[src/rtl/fifo_dreq_gen.sv]
module fifo_dreq_gen #(
  parameter int DEPTH = 64,
  parameter int LW    = 7,
  parameter int TW    = 8
) (
  input  logic          clk,
  input  logic          rst_n,
  input  logic          dma_en,
  input  logic [4*TW-1:0] thresh_cfg,
  input  logic [3:0]    irq_en,
  input  logic [LW-1:0] tx_level,
  input  logic [LW-1:0] rx_level,
  input  logic          tx_underrun,
  input  logic          rx_overrun,
  input  logic          tx_err_w1c,
  input  logic          rx_err_w1c,
  input  logic          tx_clr,
  input  logic          rx_clr,
  output logic          tx_dreq,
  output logic          rx_dreq,
  output logic          tx_panic,
  output logic          rx_panic,
  output logic          st_tx_empty,
  output logic          st_rx_data,
  output logic          st_rx_full,
  output logic          st_tx_want,
  output logic          st_rx_ready,
  output logic          st_tx_err,
  output logic          st_rx_err,
  output logic [3:0]    irq,
  output logic          tx_flush,
  output logic          rx_flush
);
  localparam int CW = ((LW > TW) ? LW : TW) + 1;

  logic [CW-1:0] txl, rxl, tx_pan_t, rx_pan_t, tx_req_t, rx_req_t;
  logic tx_low_pan, rx_high_pan;

  assign txl      = CW'(tx_level);
  assign rxl      = CW'(rx_level);
  assign tx_pan_t = CW'(thresh_cfg[4*TW-1:3*TW]);
  assign rx_pan_t = CW'(thresh_cfg[3*TW-1:2*TW]);
  assign tx_req_t = CW'(thresh_cfg[2*TW-1:TW]);
  assign rx_req_t = CW'(thresh_cfg[TW-1:0]);

  assign st_tx_want  = txl < tx_req_t;
  assign st_rx_ready = rxl > rx_req_t;
  assign tx_low_pan  = txl < tx_pan_t;
  assign rx_high_pan = rxl > rx_pan_t;

  assign tx_dreq  = dma_en & st_tx_want;
  assign rx_dreq  = dma_en & st_rx_ready;
  assign tx_panic = dma_en & tx_low_pan;
  assign rx_panic = dma_en & rx_high_pan;

  assign st_tx_empty = (tx_level == '0);
  assign st_rx_data  = (rx_level != '0);
  assign st_rx_full  = (rxl == CW'(DEPTH));

  assign irq = irq_en & {st_rx_err, st_tx_err, st_rx_ready, st_tx_want};

  always_ff @(posedge clk or negedge rst_n) begin
    if (!rst_n) begin
      st_tx_err <= 1'b0;
      st_rx_err <= 1'b0;
      tx_flush  <= 1'b0;
      rx_flush  <= 1'b0;
    end else begin
      st_tx_err <= tx_underrun | (st_tx_err & ~tx_err_w1c);
      st_rx_err <= rx_overrun  | (st_rx_err & ~rx_err_w1c);
      tx_flush  <= tx_clr;
      rx_flush  <= rx_clr;
    end
  end

  AST_REQ_OFF_NO_DMA: assert property (@(posedge clk) disable iff (!rst_n)
    !dma_en |-> !(tx_dreq | rx_dreq | tx_panic | rx_panic));
  AST_TX_PANIC_IMPLIES_REQ: assert property (@(posedge clk) disable iff (!rst_n)
    (tx_panic && tx_pan_t <= tx_req_t) |-> tx_dreq);
  AST_RX_PANIC_IMPLIES_REQ: assert property (@(posedge clk) disable iff (!rst_n)
    (rx_panic && rx_pan_t >= rx_req_t) |-> rx_dreq);
  AST_TX_ERR_SETS: assert property (@(posedge clk) disable iff (!rst_n)
    tx_underrun |=> st_tx_err);
  AST_RX_ERR_HOLDS: assert property (@(posedge clk) disable iff (!rst_n)
    (st_rx_err && !rx_err_w1c) |=> st_rx_err);
  AST_FLUSH_SEPARATE: assert property (@(posedge clk) disable iff (!rst_n)
    (tx_clr && !rx_clr) |=> (tx_flush && !rx_flush));
  AST_IRQ_MASKED: assert property (@(posedge clk) disable iff (!rst_n)
    (irq & ~irq_en) == 4'b0);
endmodule

[config.mk]
export PLATFORM = sky130hd
export DESIGN_NAME = fifo_dreq_gen
export DESIGN_NICKNAME = d
export VERILOG_FILES = /design/src/rtl/fifo_dreq_gen.sv
export SDC_FILE = /design/constraint.sdc
export NUM_CORES = 1
export LEC_CHECK = 0
export BUFFER_PORTS_ARGS = -buffer_cell sky130_fd_sc_hd__buf_2
export CAP_MARGIN = 20
export CELL_PAD_IN_SITES_DETAIL_PLACEMENT = 2
export CELL_PAD_IN_SITES_GLOBAL_PLACEMENT = 2
export CORE_MARGIN = 2
export CORE_UTILIZATION = 20
export CTS_BUF_LIST = sky130_fd_sc_hd__clkbuf_2
export CTS_CLUSTER_SIZE = 24
export DETAILED_ROUTE_END_ITERATION = 8
export PLACE_DENSITY = 0.94
export SKIP_LAST_GASP = 1
export SYNTH_ARGS = -nofsm -noshare
export SYNTH_HDL_FRONTEND = slang
export SYNTH_SLANG_ARGS = --single-unit
[constraint.sdc]
create_clock -name clk -period 2.82 [get_ports clk]
set_clock_uncertainty 0.15 [all_clocks]
set_input_delay 0.564 -clock clk [delete_from_list [all_inputs] [get_ports clk]]
set_output_delay 0.564 -clock clk [all_outputs]
set_load 0.01 [all_outputs]
== Yosys cells after proc, flatten, opt, wreduce, memory -nomap -nowiden ==
Cells that the tools add are included.

* Bits in registers: 4
* Input bits: 59
* Output and inout port bits: 17
* Word-level logic and storage cells: 22

* Magnitude comparators: 4
* Eq/ne operators: 1
* Bitwise gates (word level): 11
* Reductions and logical operators: 2

{| class="wikitable"
|+ Operators by type and width
! operator !! number
|-
| $gt 7x8->1 || 2
|-
| $lt 7x8->1 || 2
|-
| $eq 7x7->1 const B || 1
|-
| $logic_not 7->1 || 1
|-
| $reduce_bool 7->1 || 1
|-
| $and 1x1->1 || 6
|-
| $and 4x4->4 || 1
|-
| $not 1->1 || 2
|-
| $or 1x1->1 || 2
|}

== Depth between registers and ports, before layout ==
Gate-level depths: netlist (run 1).

* Depth after elaboration: 3
* Mapped depth: 6
* Depth with buffers taken out: 6

== Least setup slack after synthesis (run 1) ==
Ideal clock, no wire load.

* Kind: input-to-output
* Start: input port thresh_cfg[4]
* End: output port irq[1]
* Data arrival time: 1.714 ns
* Required time: 2.106 ns
* Setup slack: 0.392 ns
* Stages: 5
* Path buffers: 0
* Cells stage by stage: inv_1 > ha_1 > a2111oi_0 > a31oi_1 > and2_1

* Cells in the longest elaborated chain, start to end: 2

{| class="wikitable"
|+ RTL lines
! what !! RTL line !! text
|-
| start, declared || 9 || <nowiki>input logic [4*TW-1:0] thresh_cfg,</nowiki>
|-
| $gt 7x8->1 || 47 || <nowiki>assign st_rx_ready = rxl > rx_req_t;</nowiki>
|-
| via st_rx_ready || 27 || <nowiki>output logic st_rx_ready,</nowiki>
|-
| $and 4x4->4 || 60 || <nowiki>assign irq = irq_en & {st_rx_err, st_tx_err, st_rx_ready, st_tx_want};</nowiki>
|-
| end, declared || 30 || <nowiki>output logic [3:0] irq,</nowiki>
|}

The timed path passes the listed nets, and every way through them passes these cells.

== Worst setup path after layout (run 1) ==
* Start: input port rx_level[4]
* End: output port rx_dreq

* Cells in the longest elaborated chain, start to end: 2

{| class="wikitable"
|+ RTL lines
! what !! RTL line !! text
|-
| start, declared || 12 || <nowiki>input logic [LW-1:0] rx_level,</nowiki>
|-
| $gt 7x8->1 || 47 ||
|-
| $and 1x1->1 || 52 || <nowiki>assign rx_dreq = dma_en & st_rx_ready;</nowiki>
|-
| end, declared || 20 || <nowiki>output logic rx_dreq,</nowiki>
|}

Every way passes these cells.

==> flow_metrics.env, run 1 <==
export IMPL_cellPowerDensity_nw_per_um2=212
export IMPL_die_area_sq_um=4950
export IMPL_clockPowerShare=0.181
export IMPL_hold_class="primary input to register"
export IMPL_route_detailed_drc=0
export IMPL_worst_pin_slew_ps=350
export IMPL_final_layout_size_suffix_gt1_frac=0.432
export IMPL_wl_mm=3.42
export IMPL_r2r_setup_slack_ps=1960
export IMPL_tns_ps=0
export IMPL_final_min_clock_period_ps=2620
export IMPL_setup_viol=0
export IMPL_numCtsBuffers=3
export IMPL_hold_violations=0
export IMPL_clockRootBuffer="clkbuf_2"
export IMPL_vdd_drop_max_mv=0.165
export IMPL_yosysWarnings=0
export IMPL_p_leak_uw=0.000845
export IMPL_start_util=0.205
export IMPL_drtPass1Iterations=2
export IMPL_coreArea_sq_um=4290
export IMPL_required_ps=2110
export IMPL_register_area_sq_um=100
export IMPL_synthTopCellsByArea="ha_1 (37%), inv_1 (12%), dfrtp_1 (11%)"
export IMPL_relSlewSlack=0.765
export IMPL_area_delta_synth_final_pct=53.6
export IMPL_critPathKind="primary input to output pin"
export IMPL_power_frac_comb=0.599
export IMPL_ios=76
export IMPL_synth_cell_types=30
export IMPL_place_congestion=0.768
export IMPL_antenna_found_initial=0
export IMPL_diodes=0
export IMPL_io_buffer_count=75
export IMPL_seqPwrFrac=0.221
export IMPL_final_max_slew_viol_count=0
export IMPL_rsz0062_at_grt="false"
export IMPL_dp_hpwl_mm=3.21
export IMPL_p_int_uw=177
export IMPL_drt_initial_drc_count=17
export IMPL_htreeDepth=1
export IMPL_syn_area_per_cell_sq_um=7.94
export IMPL_max_freq_mhz=382
export IMPL_status="complete, no violations"
export IMPL_path_max_fanout=3
export IMPL_grt_usage=0.147
export IMPL_ys_seq_area_frac=0.114
export IMPL_synth_top_area_frac=0.369
export IMPL_overflow=0
export IMPL_ant_nets=0
export IMPL_max_cap_violations=0
export IMPL_power_switching_uw=110
export IMPL_switching_share=0.383
export IMPL_clk_latency_ps=210
export IMPL_fp_dieH_um=70.4
export IMPL_cp_end_kind="output pin"
export IMPL_fp_dieW_um=70.4
export IMPL_startpoint_type="primary input"
export IMPL_grt_first_pass_wirelength_mm=5.82
export IMPL_vias_per_cell=4.61
export IMPL_cts_clk_slew_worst_paths_ps=40
export IMPL_tritoncts="built"
export IMPL_multi_input_comb_area_sq_um=678
export IMPL_num_vias=1115
export IMPL_synth_area_sq_um=881
export IMPL_finalCritPeriodShare=0.929
export IMPL_fin_nets=277
export IMPL_synth_top_cell_by_area="ha_1"
export IMPL_syn_num_nets=196
export IMPL_grt_max_degree=5
export IMPL_wire_per_inst_um=14.1
export IMPL_syn_inst=111
export IMPL_rows=24
export IMPL_finish_utilization=0.315
export IMPL_clkSinkCount=4
export IMPL_num_fill_cells=535
export IMPL_ys_ff_latch=4
export IMPL_critPathArrivalTime_ps=1910
export IMPL_clockBufferDepth=2
export IMPL_grt_pass1_vias=1328
==> worst paths after layout <==
kind                        startpoint  cells after the start   endpoint
setup / recovery           rx_level[4]                      6    rx_dreq
hold / removal                  tx_clr                      1   tx_flush
hold reg to reg              st_tx_err                      1  st_tx_err
max in group asynchronous        rst_n                      2   rx_flush
setup reg to reg             st_rx_err                      1  st_rx_err
min in group asynchronous        rst_n                      2  st_tx_err
==> flip-flops by register name (all words and copies together), names as in the netlist <==
name / flops
tx_flush: 1
st_rx_err: 1
st_tx_err: 1
rx_flush: 1
==> worst max-delay path, cell delays in order <==
cell       delay [ps]
buf_2             120
ha_1              320
a2111oi_2         390
a31oi_1           190
and2_1            190
buf_2             130
==> cell families after synthesis <==
logic type,after synthesis,synth area share
compound gates,25,0.203
fa+ha+maj,26,0.369
buf+inv,29,0.124
flops,4,0.114
simple gates,27,0.190
==> power by group through the flow <==
stage	Sequential, uW	Combinational [uW]	Clock [uW]
2_1_floorplan	65.2	83.4	0
3_3_place_gp	63.5	162	0
3_5_place_dp	64.0	173	0
4_1_cts	63.2	175	56.4
5_1_grt	63.6	199	58.4
6_report	63.3	172	51.8
==> per-stage QoR <==
| stage | setup slack [ps] | hold WS, ps | cell area, sq um | cells | power (uW) |
|---|---|---|---|---|---|
| final | 200 | 321 | 1350 | 242 | 287 |
| after global routing | 61.7 | 309 | 1350 | 242 | 321 |
| after CTS | 21.5 | 307 | 1350 | 242 | 295 |
| after detailed placement | 20.2 | 229 | 1320 | 238 | 237 |
| after global placement | 228 | 219 | 1320 | 238 | 225 |
| after floorplan | 392 | 118 | 881 | 111 | 149 |
==> per-layer routing <==
metal  global-route usage  part of all wire
met4               0.0321            0.0029
met5                    0                 0
met3               0.0303             0.066
met2                0.289              0.55
met1                0.158              0.38
==> layout make-up <==
| type | instances | share of cell area |
|---|---|---|
| timing repair buffer | 76 | 0.285 |
| clock buffer | 3 | 0.0111 |
| multi-input combinational | 78 | 0.501 |
| tap | 52 | 0.0481 |
| inverter | 29 | 0.0805 |
| sequential | 4 | 0.0740 |
==> cell usage in the layout (no fill, tap or decap), types with 3 or more instances in the layout <==
cell type / synthesis / final
nand3_1: 3 / 3
nor2_1: 3 / 3
and2_1: 6 / 6
inv_1: 29 / 29
buf_2: 0 / 75
dfrtp_1: 4 / 4
a21oi_1: 5 / 5
ha_1: 26 / 26
a21o_1: 4 / 4
o21ai_0: 3 / 3
clkbuf_2: 0 / 3
==> synth_stat cells <==
cell type,instances
a41oi_1,1
nor2_1,3
o21ai_1,1
o21a_1,2
nand3b_1,1
or4_1,1
nand3_1,3
ha_1,26
a21oi_1,5
and4b_1,1
a31oi_1,2
nor3_1,1
nor2b_1,2
o31ai_1,1
o21ai_0,3
nand2_1,1
a21o_1,4
o21bai_1,1
and3_1,1
o32a_2,1
inv_1,29
nand2b_4,1
nand4_1,2
and2_1,6
nand2b_1,2
a2111oi_2,1
a2111oi_0,1
dfrtp_1,4
o221ai_1,2
nor4_1,2
==> timing repair <==
action / 4_1_cts / 5_1_grt
buffers inserted: 0 / 0
setup endpoints to repair: 0 / 2
endpoints found under the hold margin: 2 / 0
hold buffers: 1 / 0
resized for setup: 0 / 2
No activity file was read; power rests on OpenSTA's default activity.
==> run 2: changes to the inputs <==
- CORE_UTILIZATION: 20 -> 19
- PLACE_DENSITY: 0.94 -> 0.9
- clock period: 2.82 -> 2.7 ns (I/O delays scaled with it)
==> flow_metrics.env, run 2 (synthesis results as in run 1) <==
export IMPL_cts_clk_slew_worst_paths_ps=40
export IMPL_grt_max_degree=5
export IMPL_vias_per_cell=4.59
export IMPL_worst_pin_slew_ps=383
export IMPL_relSlewSlack=0.743
export IMPL_holdPathStages=1
export IMPL_startpoint_type="primary input"
export IMPL_wl_mm=3.56
export IMPL_worstPathCellList="buf_2 > inv_1 > ha_1 > and4b_1 > o21ai_1 > o32a_2 > and2_1 > buf_2"
export IMPL_diodes=0
export IMPL_final_layout_size_suffix_gt1_frac=0.435
export IMPL_cp_common_cell="buf_2"
export IMPL_fin_nets=278
export IMPL_fp_dieW_um=72.1
export IMPL_numCtsBuffers=3
export IMPL_num_vias=1116
export IMPL_finalCritPeriodShare=0.962
export IMPL_power_switching_uw=115
export IMPL_power_frac_comb=0.618
export IMPL_crit_path_max_incr_delay_ps=400
export IMPL_die_area_sq_um=5200
export IMPL_cellPowerDensity_nw_per_um2=223
export IMPL_drtPass1Iterations=4
export IMPL_dp_hpwl_mm=3.35
export IMPL_route_detailed_drc=0
export IMPL_critPathKind="primary input to output pin"
export IMPL_htreeDepth=1
export IMPL_grt_pass1_vias=1229
export IMPL_overflow=0
export IMPL_critical_path_slowest_cell="o32a_2"
export IMPL_max_freq_mhz=385
export IMPL_clkSinkCount=4
export IMPL_place_congestion=0.781
export IMPL_coreArea_sq_um=4410
export IMPL_pre_cts_ws_ps=56.6
export IMPL_final_max_slew_viol_count=0
export IMPL_met1Wirelength_mm=1.41
export IMPL_ant_nets=0
export IMPL_area_delta_synth_final_pct=54.4
export IMPL_drt_initial_drc_count=19
export IMPL_ios=76
export IMPL_setup_viol=0
export IMPL_reg2regPathDepth=1
export IMPL_final_min_clock_period_ps=2600
export IMPL_rows=24
export IMPL_dp_cells=238
export IMPL_critPathArrivalTime_ps=1910
export IMPL_path_max_fanout=3
export IMPL_fin_ws_ps=103
export IMPL_io_buffer_count=75
export IMPL_hold_violations=0
export IMPL_clockBufferDepth=2
export IMPL_wire_per_inst_um=14.7
export IMPL_cp_end_kind="output pin"
export IMPL_hold_class="primary input to register"
export IMPL_grt_first_pass_wirelength_mm=5.85
export IMPL_p_int_uw=188
export IMPL_mostFrequentLayoutCells="buf_2 (75), inv_1 (29), ha_1 (26), and2_1 (6), a21oi_1 (5)"
export IMPL_clockRootBuffer="clkbuf_2"
export IMPL_clk_latency_ps=190
export IMPL_antenna_found_initial=0
export IMPL_num_fill_cells=538
export IMPL_start_util=0.200
export IMPL_rsz0062_at_grt="false"
export IMPL_seqPwrFrac=0.215
export IMPL_p_leak_uw=0.000850
export IMPL_switching_share=0.380
export IMPL_dr_wl_met3_um=129
export IMPL_top_layer="met4"
export IMPL_fp_dieH_um=72.1
export IMPL_vdd_drop_max_mv=0.185
export IMPL_max_cap_violations=0
export IMPL_grt_usage=0.142
export IMPL_required_ps=2010
export IMPL_final_common_cell="buf_2"
export IMPL_wl_met2_mm=1.99
export IMPL_tritoncts="built"
export IMPL_instances_no_fill=243
export IMPL_status="complete, no violations"
export IMPL_clockPowerShare=0.167
export IMPL_tns_ps=0
[run 2: cell count changes in the layout (fill, tap and decap cells not counted), sizes merged]
| cell | before | now |
|---|---|---|
| buf | 75 | 76 |
[run 2: power groups by stage]
stage               clock network [uW]  logic (uW)  registers (uW)
floorplan                            0        87.1            68.1
global placement                     0         171            66.3
detailed placement                   0         184            66.3
CTS                               54.2         187            65.4
global route                      59.3         214            65.7
finish                            50.6         187            65.3
[run 2: worst paths after layout]
check | startpoint | to | slack (ps)
hold reg to reg | st_rx_err | st_rx_err | 340
setup reg to reg | st_tx_err | st_tx_err | 1900
max in group asynchronous | rst_n | st_rx_err | 1730
setup / recovery | thresh_cfg[14] | tx_dreq | 100
min in group asynchronous | rst_n | st_tx_err | 550
hold / removal | rx_clr | rx_flush | 300
[run 2: cell type report]
cell class	count	area (sq um)	share of cell area
clock buffers	3	15.0	0.0110
inverters	29	109	0.0800
multi-input cells	78	678	0.499
flip-flops and latches	4	100	0.0736
well taps	52	65.1	0.0478
repair buffers	77	393	0.289
[run 2: worst max-delay path: cells and delay by family]
kind / cells / cell delay (ps)
buf+inv: 3 / 260
fa+ha+maj: 1 / 300
simple gates: 2 / 340
compound gates: 2 / 460
[run 2: routing by layer]
layer / global-route usage / vias to the layer above
met1: 0.170 / 528
met5: 0 / -
li1: - / 555
met4: 0.0335 / 0
met3: 0.00972 / 4
met2: 0.274 / 29
[run 2: per-stage QoR]
stage	utilization	instance area (sq um)	power (uW)	hold WS [ps]
3_5_place_dp	0.299	1320	251	202
4_1_cts	0.305	1350	306	287
5_1_grt	0.308	1360	339	291
2_1_floorplan	-	881	155	94.4
6_report	0.308	1360	303	300
3_3_place_gp	0.299	1320	237	197
[run 2: repair_timing]
item / in CTS / in global routing
gates resized for setup: 0 / 2
hold buffers: 1 / 0
buffers inserted: 0 / 1
hold endpoints to repair: 4 / 0
endpoints found under the setup margin: 0 / 2
